## src/rtl/tun_pkg.sv

```systemverilog
package tun_pkg;
  localparam int BYTE_W = 8;

  typedef enum logic [1:0] {
    ST_IDLE = 2'd0,
    ST_EMIT = 2'd1,
    ST_WAIT = 2'd2,
    ST_DONE = 2'd3
  } tun_state_e;
endpackage

```

## src/rtl/tun_len_clamp.sv

```systemverilog
module tun_len_clamp #(
  parameter int NBYTES = 15,
  parameter int LEN_W  = $clog2(NBYTES + 1)
) (
  input  logic [LEN_W-1:0] raw_len,
  output logic [LEN_W-1:0] eff_len,
  output logic             out_of_range
);
  localparam logic [LEN_W-1:0] MAX_LEN = LEN_W'(NBYTES);

  assign out_of_range = (raw_len == '0) || (raw_len > MAX_LEN);
  assign eff_len      = out_of_range ? MAX_LEN : raw_len;
endmodule

```

## src/rtl/tun_step_unit.sv

```systemverilog
module tun_step_unit
  import tun_pkg::*;
#(
  parameter int NBYTES = 15,
  parameter int IDX_W  = $clog2(NBYTES)
) (
  input  logic [NBYTES-1:0][BYTE_W-1:0] cur_buf,
  input  logic [IDX_W-1:0]              pos,
  output logic [NBYTES-1:0][BYTE_W-1:0] nxt_buf,
  output logic [IDX_W-1:0]              nxt_active,
  output logic                          rolled,
  output logic                          carry_out
);
  logic c;

  // Big-endian increment of bytes 0..pos; bytes past pos cleared on roll-over.
  always_comb begin
    c          = 1'b1;
    rolled     = (cur_buf[pos] == '1);
    nxt_active = '0;
    for (int i = NBYTES - 1; i >= 0; i--) begin
      if (i > int'(pos)) begin
        nxt_buf[i] = rolled ? '0 : cur_buf[i];
      end else if (c) begin
        nxt_buf[i] = cur_buf[i] + 1'b1;
        if (cur_buf[i] != '1) begin
          c          = 1'b0;
          nxt_active = IDX_W'(i);
        end
      end else begin
        nxt_buf[i] = cur_buf[i];
      end
    end
    carry_out = c;
  end
endmodule

```

## src/rtl/tunnel_gen.sv

```systemverilog
module tunnel_gen
  import tun_pkg::*;
#(
  parameter int NBYTES = 15,
  parameter int EXC_W  = 3,
  parameter int LEN_W  = $clog2(NBYTES + 1),
  parameter int IDX_W  = $clog2(NBYTES),
  parameter int DATA_W = NBYTES * BYTE_W
) (
  input  logic              clk,
  input  logic              rst_n,
  input  logic              start,
  output logic [DATA_W-1:0] cand_data,
  output logic              cand_valid,
  input  logic              cand_ready,
  input  logic              obs_valid,
  input  logic [LEN_W-1:0]  obs_len,
  input  logic [EXC_W-1:0]  obs_exc,
  output logic              done,
  output logic              len_err
);
  tun_state_e                    state_q;
  logic [NBYTES-1:0][BYTE_W-1:0] cand_q;
  logic [NBYTES-1:0][BYTE_W-1:0] step_buf;
  logic [IDX_W-1:0]              active_q, step_active, pick_pos;
  logic [LEN_W-1:0]              prev_len_q, eff_len;
  logic [EXC_W-1:0]              prev_exc_q;
  logic                          have_prev_q, len_err_q;
  logic                          len_bad, step_carry;

  // Named events for the checker
  logic emit_fire, obs_fire, change_ev, wrap_ev;

  assign emit_fire = (state_q == ST_EMIT) && cand_ready;
  assign obs_fire  = (state_q == ST_WAIT) && obs_valid;

  tun_len_clamp #(.NBYTES(NBYTES), .LEN_W(LEN_W)) u_clamp (
    .raw_len      (obs_len),
    .eff_len      (eff_len),
    .out_of_range (len_bad)
  );

  assign change_ev = !have_prev_q || (eff_len != prev_len_q) || (obs_exc != prev_exc_q);
  assign pick_pos  = change_ev ? IDX_W'(eff_len - LEN_W'(1)) : active_q;

  tun_step_unit #(.NBYTES(NBYTES), .IDX_W(IDX_W)) u_step (
    .cur_buf    (cand_q),
    .pos        (pick_pos),
    .nxt_buf    (step_buf),
    .nxt_active (step_active),
    .rolled     (wrap_ev),
    .carry_out  (step_carry)
  );

  always_ff @(posedge clk) begin
    if (!rst_n) begin
      state_q     <= ST_IDLE;
      cand_q      <= '0;
      active_q    <= '0;
      prev_len_q  <= '0;
      prev_exc_q  <= '0;
      have_prev_q <= 1'b0;
      len_err_q   <= 1'b0;
    end else if (start) begin
      state_q     <= ST_EMIT;
      cand_q      <= '0;
      active_q    <= '0;
      prev_len_q  <= '0;
      prev_exc_q  <= '0;
      have_prev_q <= 1'b0;
      len_err_q   <= 1'b0;
    end else if (emit_fire) begin
      state_q <= ST_WAIT;
    end else if (obs_fire) begin
      cand_q      <= step_buf;
      active_q    <= step_active;
      prev_len_q  <= eff_len;
      prev_exc_q  <= obs_exc;
      have_prev_q <= 1'b1;
      len_err_q   <= len_err_q | len_bad;
      state_q     <= step_carry ? ST_DONE : ST_EMIT;
    end
  end

  assign cand_data  = cand_q;
  assign cand_valid = (state_q == ST_EMIT);
  assign done       = (state_q == ST_DONE);
  assign len_err    = len_err_q;
endmodule

```

## config.mk

```make
export PLATFORM = sky130hd
export DESIGN_NAME = tunnel_gen
export DESIGN_NICKNAME = d
export VERILOG_FILES = /design/src/rtl/tun_pkg.sv /design/src/rtl/tun_len_clamp.sv /design/src/rtl/tun_step_unit.sv /design/src/rtl/tunnel_gen.sv
export SDC_FILE = /design/constraint.sdc
export NUM_CORES = 1
export LEC_CHECK = 0
export BUFFER_PORTS_ARGS = -buffer_cell sky130_fd_sc_hd__buf_2
export CORE_MARGIN = 5
export CORE_UTILIZATION = 45
export CTS_CLUSTER_SIZE = 10
export DETAILED_ROUTE_END_ITERATION = 12
export PLACE_DENSITY_LB_ADDON = 0.2
export SLEW_MARGIN = 10
export SYNTH_ARGS = -nofsm -noshare
export SYNTH_HDL_FRONTEND = slang
export SYNTH_SLANG_ARGS = --single-unit
```

## constraint.sdc

```tcl
create_clock -name clk -period 7.4 [get_ports clk]
set_clock_uncertainty 0.15 [all_clocks]
set_input_delay 0 -clock clk [delete_from_list [all_inputs] [get_ports clk]]
set_output_delay 0 -clock clk [all_outputs]
set_load 0.1 [all_outputs]
```

==> qor.csv <==
stage,metric,value,unit
die,chip width,143,um
global_routing,first-pass GRT wire length,37.5,mm
worst_setup_path,"slowest stage cell, crit path",a2111oi_4,
die,die area,20300,um2
global_routing,largest net degree at the start of global routing,58,
yosys,post-synthesis sequential area ratio,34.2,%
routing,DR vias/cell,5.79,
routing,initial drt markers,498,
sta,Least-Margin Pin Slew,1190,ps
sta,Relative slew margins,18.4,%
cts,"Clk Latency, worst-skew pair",420,ps
worst_setup_path,critical path class,in -> reg,
yosys,"EDFF count, synth",0,
cells_and_area,number of fill cells,1692,
cells_and_area,"most common cell after layout, fill and taps aside",nor2_1,
worst_setup_path,critical path arrival,4890,ps
power,total power,1.70,mW
routing,Vias,7949,
cts,CTS tree,yes,
die,Die Ht,143,um
sta,final setup TNS,0,ps
worst_setup_path,CP cell instances,dlygate4sd3_1 -> buf_2 -> inv_1 -> ha_1 -> nor3b_2 -> or3_4 -> a211o_2 -> nor2_8 -> mux2i_1 -> a2111oi_4 -> and4_1 -> nor3b_1 -> xnor2_1 -> nor2_1,
yosys,cells after synthesis,1001,
cts,clk buf depth,2,
job,max_cap viols,0,
routing,routed len/inst,16.7,um
yosys,Most used DFF post-synth,dfxtp_1,
cells_and_area,layout cells sized above 1,18.6,%
sta,Final Setup Violations,0,
global_routing,GRT overflow,0,
yosys,Netlist Area Pre-Place,7910,um2
yosys,Synth Register Bits,135,
cts,"CTS clk-pin slew, worst paths",60,ps
routing,Post-Route WL,23.0,mm
sta,fin crit period,4750,ps
worst_setup_path,Reg2Reg Setup Slack,3080,ps
routing,drt pass-1 iters,6,
global_routing,all-layer global routing usage,22.6,%
hold_path,hold path depth,5,
sta,period utilisation layout,64.2,%
routing,Final ANT Viol Nets,0,
global_routing,initial antenna violation count,0,
hold_path,Hold Crit Class,in -> reg,
worst_setup_path,r2r worst-path depth,11,
die,std cell rows,48,
placement,GPL Wtd Cong,0.920,
cts,root buf cell,clkbuf_16,
yosys,Syn Nets,1029,
yosys,Netlist cell types,83,
sta,final slew viol count,0,
placement,Post-DP Area,8750,um2
cts,Num CTS Buffers,17,
worst_setup_path,"critical path fanouts, max",25,
sta,Final Hold Fails,0,
cells_and_area,Antenna Cells,0,
sta,Min Hold Slack,68.3,ps
routing,DRC Markers,0,
outcome,outcome,"complete, no violations",
cells_and_area,area growth from synthesis to layout,19.2,%
sta,RSZ-0062 raised after global routing,false,
worst_setup_path,Startpoint Class,input port,
cells_and_area,"leading cell types in the layout, fill and taps excluded","nor2_1, dfxtp_1, buf_2, nand2_1, a21oi_1",
die,I/O Pins,135,
worst_setup_path,Crit. End Element,flop,
placement,PortBufs,134,
cells_and_area,nets@finish,1163,
worst_setup_path,CP peak stage delay,980,ps
cts,H-tree depth,4,
yosys,syn_area_per_cell,7.90,um2
die,Initial Utilization,45.7,%
cts,clk sinks,135,
yosys,Yosys warning count,0,
power,leakage,3.54,nW
cells_and_area,Final Cell Area,9430,um2
yosys,ys async rst share,0,%
worst_setup_path,Critical Path RT,7540,ps
power,pwr/cell area,180,nW/um2
worst_setup_path,RR Startpoint,cand_data[104]$_SDFFE_PP0P_,
sta,Max Fclk,211,MHz
hold_path,worst hold start,rst_n,
hold_path,Hold EP,active_q[3]$_SDFFE_PP0P_,
placement,Final HPWL DP,16.6,mm
power,Max VDD drop,0.175,mV
worst_setup_path,Crit Reg-Reg Endpoint,cand_data[5]$_SDFFE_PP0P_,
cts,number of setup buffers added after CTS,0,
global_routing,vias in the first global route,7385,
die,Placeable Area,17300,um2
## worst max path at each step
stage / cells past startpoint / from / slack (ps) / endpoint
after floorplan: 12 / cand_data[104]$_SDFFE_PP0P_ / 3330 / cand_data[12]$_SDFFE_PP0P_
after global placement: 13 / obs_len[0] / 2880 / cand_data[5]$_SDFFE_PP0P_
after detailed placement: 13 / obs_len[0] / 2750 / cand_data[5]$_SDFFE_PP0P_
after CTS: 14 / obs_len[1] / 2720 / cand_data[5]$_SDFFE_PP0P_
after global routing: 14 / obs_len[1] / 2400 / cand_data[22]$_SDFFE_PP0P_
final: 14 / obs_len[1] / 2650 / cand_data[5]$_SDFFE_PP0P_
## logic make-up after synthesis
group / Yosys count / share of synthesized area [%]
buffers and inverters: 60 / 3.16
and+or+nand+nor: 463 / 28.7
AOI/OAI and AO/OA: 237 / 20.6
muxes: 27 / 3.83
xor gates and xnor gates: 63 / 6.97
DFF: 135 / 34.2
adders and majority gates: 16 / 2.53
## cell usage after synthesis, types with 3 or more instances
master | count | area [um2]
a31oi_1 | 8 | 50.1
or3_1 | 13 | 81.3
o21a_1 | 5 | 37.5
o31ai_1 | 6 | 45.0
nand3b_1 | 6 | 45.0
nand4_1 | 27 | 169
and2_1 | 5 | 31.3
o21ai_1 | 12 | 60.1
a21oi_1 | 61 | 305
a22oi_1 | 10 | 75.1
or2_2 | 5 | 31.3
o211ai_2 | 3 | 37.5
xor2_1 | 24 | 210
o21bai_1 | 4 | 30.0
or4_1 | 7 | 52.6
o2111ai_1 | 3 | 26.3
inv_1 | 24 | 90.1
a32oi_1 | 4 | 35.0
ha_1 | 16 | 200
and3_1 | 23 | 144
and4_1 | 4 | 35.0
mux2_2 | 3 | 33.8
a31o_2 | 3 | 26.3
o211ai_1 | 17 | 128
buf_2 | 8 | 40.0
clkbuf_1 | 22 | 82.6
nor3_1 | 46 | 230
a211oi_1 | 9 | 67.6
o21ai_0 | 54 | 270
nor2_1 | 152 | 571
a2111oi_4 | 3 | 82.6
nand2b_1 | 4 | 25.0
dfxtp_1 | 135 | 2700
nand4b_1 | 3 | 26.3
a211oi_2 | 3 | 37.5
o221ai_1 | 3 | 26.3
nand2_1 | 89 | 334
mux2i_1 | 21 | 210
xnor2_1 | 39 | 342
nand3_1 | 52 | 260
nor2b_1 | 8 | 50.1
nor4_1 | 3 | 18.8
## registers in the layout, indices dropped and copies added (netlist names)
register,flops
cand_data,120
active_q,4
len_err,1
have_prev_q,1
prev_len_q,4
state_q,2
prev_exc_q,3
## layer usage
layer,wire length (um),global-route usage [%]
met1,10600,29.8
met2,10000,34.8
met3,1620,6.28
met4,697,9.10
met5,0,0
## timing repair
action,4_1_cts,5_1_grt
gates resized for setup,0,0
hold buffers,11,0
endpoints found under the hold margin,12,0
## area by class of cell
class,count,area (um2),area share [%]
Multi-Input combinational cell,806,4960,52.6
Sequential cell,135,2700,28.7
Timing Repair Buffer,150,818,8.68
Clock buffer,20,447,4.74
Tap cell,225,282,2.98
Clock inverter,12,126,1.34
Inverter,25,93.8,0.995
## worst max-delay path: cells and delay by family
kind / cells / cell delay [ps]
compound gates: 2 / 1400
xor+xnor: 1 / 140
buf+inv: 3 / 800
simple gates: 6 / 1820
mux: 1 / 460
fa+ha+maj: 1 / 250
## where the power goes
part / internal, mW / switching, mW
clock network: 0.503 / 0.331
logic: 0.0409 / 0.0981
registers: 0.728 / 0.00138
## through the flow
stage | utilization [%] | setup slack [ps] | instances
3_5_place_dp | 50.6 | 2750 | 1330
3_3_place_gp | 50.6 | 2880 | 1330
2_1_floorplan | - | 3330 | 1001
5_1_grt | 54.5 | 2400 | 1373
4_1_cts | 54.5 | 2720 | 1373
6_report | 54.5 | 2650 | 1373
Power figures use the tool's default switching activity.
